**src/rtl/atd_pkg.sv**
```systemverilog
package atd_pkg;
  localparam int NCONV = 2;
  typedef logic [NCONV-1:0] conv_vec_t;
  typedef enum logic {ROT_IDLE = 1'b0, ROT_BUSY = 1'b1} rot_state_t;
endpackage

```
**src/rtl/atd_trig_front.sv**
```systemverilog
module atd_trig_front #(
  parameter int N_TRIG      = 8,
  parameter int SYNC_STAGES = 2
) (
  input  logic                      clk,
  input  logic                      rst,
  input  logic [N_TRIG-1:0]         ext_trig,
  input  logic [$clog2(N_TRIG)-1:0] trig_sel,
  output logic                      trig_pulse
);
  localparam int LAST = SYNC_STAGES - 1;

  logic [SYNC_STAGES-1:0][N_TRIG-1:0] sync_q;
  logic line_now;
  logic line_prev;

  // first stage captures the raw lines
  always_ff @(posedge clk) begin
    if (rst) sync_q[0] <= '0;
    else     sync_q[0] <= ext_trig;
  end

  // remaining stages form a plain shift chain
  for (genvar s = 1; s < SYNC_STAGES; s++) begin : g_stage
    always_ff @(posedge clk) begin
      if (rst) sync_q[s] <= '0;
      else     sync_q[s] <= sync_q[s-1];
    end
  end

  assign line_now = sync_q[LAST][trig_sel];

  always_ff @(posedge clk) begin
    if (rst) begin
      line_prev  <= 1'b0;
      trig_pulse <= 1'b0;
    end else begin
      line_prev  <= line_now;
      trig_pulse <= line_now & ~line_prev;
    end
  end

  // an edge yields a single-cycle pulse
  assert_pulse_single_R2: assert property (@(posedge clk) disable iff (rst)
    trig_pulse |=> !trig_pulse);
endmodule

```
**src/rtl/atd_rotator.sv**
```systemverilog
module atd_rotator
  import atd_pkg::*;
(
  input  logic      clk,
  input  logic      rst,
  input  logic      mode_en,
  input  logic      trig_pulse,
  input  conv_vec_t grp_done,
  input  logic      ovr_clr,
  output conv_vec_t grp_start,
  output conv_vec_t done_ok,
  output logic      ovr_flag
);
  rot_state_t state_q;
  logic       ptr_q;
  logic       act_q;
  logic       ovr_set;
  conv_vec_t  act_mask;

  assign act_mask = act_q ? 2'b10 : 2'b01;
  assign done_ok  = (mode_en && state_q == ROT_BUSY) ? (grp_done & act_mask) : '0;
  assign ovr_set  = mode_en & trig_pulse & (state_q == ROT_BUSY);

  always_ff @(posedge clk) begin
    if (rst) begin
      state_q   <= ROT_IDLE;
      ptr_q     <= 1'b0;
      act_q     <= 1'b0;
      grp_start <= '0;
      ovr_flag  <= 1'b0;
    end else begin
      grp_start <= '0;
      if (!mode_en) begin
        state_q <= ROT_IDLE;
        ptr_q   <= 1'b0;
      end else begin
        if (|done_ok) state_q <= ROT_IDLE;
        if (trig_pulse && state_q == ROT_IDLE) begin
          grp_start[ptr_q] <= 1'b1;
          state_q          <= ROT_BUSY;
          act_q            <= ptr_q;
          ptr_q            <= ~ptr_q;
        end
      end
      ovr_flag <= ovr_set | (ovr_flag & ~ovr_clr);
    end
  end

  // never request both converters at once
  assert_start_onehot_R3: assert property (@(posedge clk) disable iff (rst)
    $onehot0(grp_start));
  // a trigger during a running group is dropped and recorded
  assert_drop_busy_R4: assert property (@(posedge clk) disable iff (rst)
    (trig_pulse && mode_en && state_q == ROT_BUSY) |=> (grp_start == '0) && ovr_flag);
  // overrun is sticky until cleared
  assert_ovr_sticky_R4: assert property (@(posedge clk) disable iff (rst)
    (ovr_flag && !ovr_clr) |=> ovr_flag);
  // nothing starts while the mode is off
  assert_disabled_quiet_R8: assert property (@(posedge clk) disable iff (rst)
    !mode_en |=> (grp_start == '0));
endmodule

```
**src/rtl/atd_flag_bank.sv**
```systemverilog
module atd_flag_bank
  import atd_pkg::*;
(
  input  logic      clk,
  input  logic      rst,
  input  conv_vec_t done_ok,
  input  conv_vec_t eog_clr,
  input  conv_vec_t eog_ie,
  output conv_vec_t eog_flag,
  output conv_vec_t eog_irq
);
  for (genvar i = 0; i < NCONV; i++) begin : g_conv
    logic flag_q;
    logic irq_q;
    logic flag_nxt;

    // set takes priority over a same-edge clear
    assign flag_nxt = done_ok[i] | (flag_q & ~eog_clr[i]);

    always_ff @(posedge clk) begin
      if (rst) begin
        flag_q <= 1'b0;
        irq_q  <= 1'b0;
      end else begin
        flag_q <= flag_nxt;
        irq_q  <= flag_nxt & eog_ie[i];
      end
    end

    assign eog_flag[i] = flag_q;
    assign eog_irq[i]  = irq_q;

    // accepted completion sets the flag
    assert_done_sets_R5: assert property (@(posedge clk) disable iff (rst)
      done_ok[i] |=> eog_flag[i]);
    // interrupt never without its flag
    assert_irq_gated_R6: assert property (@(posedge clk) disable iff (rst)
      eog_irq[i] |-> eog_flag[i]);
  end
endmodule

```
**src/rtl/alt_trig_dispatch.sv**
```systemverilog
module alt_trig_dispatch
  import atd_pkg::*;
#(
  parameter int N_TRIG      = 8,
  parameter int SYNC_STAGES = 2
) (
  input  logic                      clk,
  input  logic                      rst,
  input  logic                      mode_en,
  input  logic [$clog2(N_TRIG)-1:0] trig_sel,
  input  logic [N_TRIG-1:0]         ext_trig,
  input  logic [1:0]                grp_done,
  input  logic [1:0]                eog_clr,
  input  logic [1:0]                eog_ie,
  input  logic                      ovr_clr,
  output logic [1:0]                grp_start,
  output logic [1:0]                eog_flag,
  output logic [1:0]                eog_irq,
  output logic                      ovr_flag
);
  logic      trig_pulse;
  conv_vec_t done_ok;

  atd_trig_front #(
    .N_TRIG      (N_TRIG),
    .SYNC_STAGES (SYNC_STAGES)
  ) u_front (
    .clk        (clk),
    .rst        (rst),
    .ext_trig   (ext_trig),
    .trig_sel   (trig_sel),
    .trig_pulse (trig_pulse)
  );

  atd_rotator u_rot (
    .clk        (clk),
    .rst        (rst),
    .mode_en    (mode_en),
    .trig_pulse (trig_pulse),
    .grp_done   (grp_done),
    .ovr_clr    (ovr_clr),
    .grp_start  (grp_start),
    .done_ok    (done_ok),
    .ovr_flag   (ovr_flag)
  );

  atd_flag_bank u_flags (
    .clk      (clk),
    .rst      (rst),
    .done_ok  (done_ok),
    .eog_clr  (eog_clr),
    .eog_ie   (eog_ie),
    .eog_flag (eog_flag),
    .eog_irq  (eog_irq)
  );
endmodule

```
**config.mk**
```make
export PLATFORM = sky130hd
export DESIGN_NAME = alt_trig_dispatch
export DESIGN_NICKNAME = d
export VERILOG_FILES = /design/src/rtl/atd_pkg.sv /design/src/rtl/atd_trig_front.sv /design/src/rtl/atd_rotator.sv /design/src/rtl/atd_flag_bank.sv /design/src/rtl/alt_trig_dispatch.sv
export SDC_FILE = /design/constraint.sdc
export NUM_CORES = 1
export LEC_CHECK = 0
export ABC_AREA = 1
export BUFFER_PORTS_ARGS = -buffer_cell sky130_fd_sc_hd__buf_2
export CAP_MARGIN = 20
export CELL_PAD_IN_SITES_DETAIL_PLACEMENT = 0
export CELL_PAD_IN_SITES_GLOBAL_PLACEMENT = 1
export CORE_ASPECT_RATIO = 0.5
export CORE_MARGIN = 10
export CORE_UTILIZATION = 38
export CTS_CLUSTER_DIAMETER = 120
export CTS_CLUSTER_SIZE = 10
export DETAILED_ROUTE_END_ITERATION = 7
export PLACE_DENSITY = 0.91
export SYNTH_ARGS = -nofsm -noshare
export SYNTH_HDL_FRONTEND = slang
export SYNTH_SLANG_ARGS = --single-unit
```
**constraint.sdc**
```tcl
create_clock -name clk -period 2 [get_ports clk]
set_clock_uncertainty 0.1 [all_clocks]
set_input_delay 0.2 -clock clk [delete_from_list [all_inputs] [get_ports clk]]
set_output_delay 0.2 -clock clk [all_outputs]
set_load 0.01 [all_outputs]
```
## Yosys cells after proc, flatten, opt, wreduce, memory -nomap -nowiden

Cells that the tools add are included.

| word-level totals | value |
|---|---|
| output and inout bits | 7 |
| register bits | 28 |
| word-level logic and storage cells | 52 |

| operators by class | value |
|---|---|
| magnitude comparators | 3 |
| multiplexer cells | 8 |
| reductions and logical operators | 8 |
| bitwise logic cells | 20 |

Operator list:

| operator | count |
|---|---|
| bitwise AND 1 bit | 8 |
| NOT 1 bit | 8 |
| < comparator 3 x 4 -> 1 bit, second input constant | 1 |
| two-way mux 1 bit | 4 |
| two-way mux 2 bit | 2 |
| OR reduction 2 bit | 2 |
| binary-select mux 1 bit (select 3 bit) | 1 |
| logical AND 1 bit | 3 |
| OR 1 bit | 3 |
| OR reduction 3 bit | 1 |
| bitwise AND 2 bit | 1 |
| < comparator 1 x 2 -> 1 bit, second input constant | 1 |
| AND reduction 2 bit | 1 |
| nonzero test 2 bit | 1 |
| demux 1 bit (select 1 bit) | 1 |
| greater-or-equal comparator 1 bit, second input constant | 1 |

## Longest topological paths before layout

| depth | value |
|---|---|
| word-level depth | 6 |
| mapped depth | 6 |
| mapped depth without buffers | 6 |

## By module

Synthesis repeated with hierarchy kept, for this count alone.

| second synthesis, totals | value |
|---|---|
| cell total of the unflattened synthesis | 136 |
| area total of the unflattened synthesis | 1033.5 um^2 |

By module, submodules not included:

| module | cells each | area each (um^2) | instances |
|---|---|---|---|
| atd_trig_front | 79 | 611.8 | 1 |
| atd_rotator | 35 | 256.5 | 1 |
| atd_flag_bank | 22 | 165.2 | 1 |

## Worst setup path before layout

OpenSTA, ideal clock, no wires.

| timing path | value |
|---|---|
| path type | register to register |
| start | register u_rot.state_q |
| end | register u_rot.act_q |
| clock period less this slack | 0.941 ns |
| required time | 1.785 ns |
| path slack | 1.059 ns |
| path buffers | 0 |
| stages on the path, launching flop included | 4 |
| data arrival time | 0.725 ns |
| path through | dfxtp_1 nor2_2 nand2_1 a31o_1 |

| on the way | value |
|---|---|
| word-level cells in the longest chain between the ends | 3 |

RTL lines:

| what | RTL line | RTL |
|---|---|---|
| start, declared | atd_rotator.sv:14 | `rot_state_t state_q;` |
| start signal, assigned | atd_rotator.sv:26 | `state_q <= ROT_IDLE;` |
| start signal, assigned | atd_rotator.sv:34 | `state_q <= ROT_IDLE;` |
| start signal, assigned | atd_rotator.sv:37 | `if (\|done_ok) state_q <= ROT_IDLE;` |
| NOT 1 bit | atd_rotator.sv:38 | `if (trig_pulse && state_q == ROT_IDLE) begin` |
| logical AND 1 bit | atd_rotator.sv:38 |  |
| AND reduction 2 bit (no source line) | - |  |
| end signal, assigned | atd_rotator.sv:41 | `act_q <= ptr_q;` |
| end, declared | atd_rotator.sv:16 | `logic act_q;` |

No other way between the ends.
A chain may end at the register's enable or synchronous reset.

## Final worst setup path

| timing path | value |
|---|---|
| start | register u_flags.g_conv[0].flag_q |
| end | output eog_flag[0] |

RTL lines:

| what | RTL line | RTL |
|---|---|---|
| start, declared | atd_flag_bank.sv:13 | `logic flag_q;` |
| start signal, assigned | atd_flag_bank.sv:25 | `flag_q <= flag_nxt;` |
| end, declared | alt_trig_dispatch.sv:17 | `output logic [1:0] eog_flag,` |

No word-level cell between the ends.

==> impl_metrics.ini <==
[timing]
fmax_mhz = 951
hold_violations = 0
period_share_pct = 52.6
drv_slew = 0
setup_tns_ps = 0
tightest_slew_ps = 221
final-setup-viol-count = 0
rsz0062_at_grt = false
relSlewSlack_pct = 85.3
min_period_ps = 1050

[synth]
ys_seq_area_share_pct = 56.2
netlist_area_um2 = 997
mappedNetlistNets = 146
yosysMostFrequentCell = dfxtp_1
ys_seq_elements = 28
synth.largest_area_cell = dfxtp_1
ys_top_cells_by_count = dfxtp_1 (28), inv_1 (26), nor2_1 (24)
synth_edf_count = 0
synth_cells = 125
synthFlopType = dfxtp_1
synthDominantCellAreaShare_pct = 56.2
yosys_warnings = 0
synthTopCellsByArea = dfxtp_1 (56%), inv_1 (9.8%), nor2_1 (9.0%), nand2_1 (5.3%), buf_4 (3.0%)
ys_types = 20
syn_avg_cell_area_um2 = 7.98
async_reset_ff_share_pct = 0

[grt]
grt_pass1_wl_um = 2700
grt_usage_pct = 6.45
grt_max_degree = 22
antenna_found_initial = 0
grt_pass1_vias = 655
overflow = 0

[placed_design]
placed_area_um2 = 1140
place_congestion = 0.802
hpwl_um = 1310
io_buffers = 27

[worst_setup_path]
worstPathCellList = buf_2
cp_top_family = flip-flops
slowest_delay_ps = 350
crit_start = u_flags.g_conv[0].flag_q
startpoint_type = register
critical_path_arrival_ps = 750
crit_path_top_delay_cell = dfxtp_1
required_ps = 1700
cp_max_fo = 2
critPathKind = register to output pin
rr_startpoint = u_rot.state_q
worst-path-buf-inv = 1
end_kind = output pin

[power_and_ir_drop]
p_total_uw = 990
ir_drop_mv = 0.349
powerDensity_nw_per_um2 = 826
power.leakage_nw = 0.605

[cells_and_area]
nets = 173
antenna_cells = 0
area_growth_pct = 20.2
finish.utilization_pct = 50.8
nFillCells = 244
finalInstanceArea_um2 = 1200
drive_above_1_share_pct = 29.1

[drt]
drc = 0
routed_wl_um = 1660
final_antenna_net_count = 0
drtIter0Drc = 33
detail_route.wl_per_cell_um = 8.91
dr.pass1.iters = 5
vias = 730
drt-vias-per-instance = 3.92

[die]
dieArea_um2 = 5200
initial_utilization_pct = 42.3
io_pins = 28
coreArea_um2 = 2360
row_count = 12
die_w_um = 92.4
die_y_um = 56.2

[clocking]
cts_buffers = 3
cts_resized = 0
numClockSinks = 28
cts_setup_buffers = 0
path_clk_slew_ps = 90
cts-root-buf = clkbuf_8
htree_levels = 1
cts_hold_buf = 0
cts_buffer_depth = 2
cts_tree = done
clock_latency_ps = 270

[job]
maxCapViolCount = 0

[worst_hold_path]
worstHoldStart = ext_trig[4]
hold_class = input port to register

[run_status]
outcome = finished, final reports clean
stage by stage:
step / setup slack [ps] / hold slack, ps / cells
global route: 852 / 14.4 / 186
detailed placement: 983 / 282 / 182
CTS: 935 / 17.2 / 186
floorplan: 1060 / 176 / 125
finish: 949 / 25.5 / 186
global placement: 1010 / 273 / 182
cell type report:
| type | instances | area, um2 | area share, % |
|---|---|---|---|
| Sequential cell | 28 | 561 | 46.8 |
| Multi-Input combinational cell | 57 | 269 | 22.4 |
| Timing Repair Buffer | 28 | 143 | 11.9 |
| Inverter | 34 | 128 | 10.6 |
| Clock buffer | 4 | 55.1 | 4.59 |
| Tap cell | 35 | 43.8 | 3.65 |
flip-flops by register name, indices dropped and copies added (netlist names):
signal	count
u_rot.state_q	1
u_front.line_prev	1
u_rot.grp_start	2
u_rot.act_q	1
u_flags.g_conv.flag_q	2
u_rot.ptr_q	1
u_front.trig_pulse	1
u_flags.g_conv.irq_q	2
u_rot.ovr_flag	1
u_front.sync_q	16
worst min-delay path: stages:
cell and delay [ps]:
buf_2 70, inv_1 30, nor2_1 60
routing by layer:
layer	track usage, %	part of all wire, %	wire (um)
met1	6.16	43	707
met2	10.7	48	793
met3	3.62	8.6	143
met4	3.90	0.84	14
met5	0	0	0
final timing paths:
path,cells past startpoint,slack (ps),to
max,1,950,eog_flag[0]
min,3,30,u_front.sync_q[4]
min reg2reg,1,300,u_front.trig_pulse
max reg2reg,3,960,u_flags.g_conv[0].irq_q
report_power, final:
part / internal (mW) / switching, mW / total, mW
registers: 0.578 / 0.00650 / 0.584
clock network: 0.176 / 0.159 / 0.335
logic: 0.0326 / 0.0379 / 0.0706
total: 0.786 / 0.203 / 0.990
placed cells by master, fill, tap and decap left out, drive strengths merged:
master   instances
a21oi            2
a31o             1
buf             28
clkbuf           4
dfxtp           28
inv             34
nand2           15
nand3            4
nand3b           2
nand4            1
nor2            26
nor3b            2
o2111ai          1
o21a             1
o21ai            1
o22ai            1
kinds of logic after synthesis:
group	Yosys count	share of synthesized area, %
AOI/OAI and AO/OA	7	4.64
buffers and inverters	40	16.8
DFF	28	56.2
and+or+nand+nor	50	22.3
(Power assumes the default switching activity.)
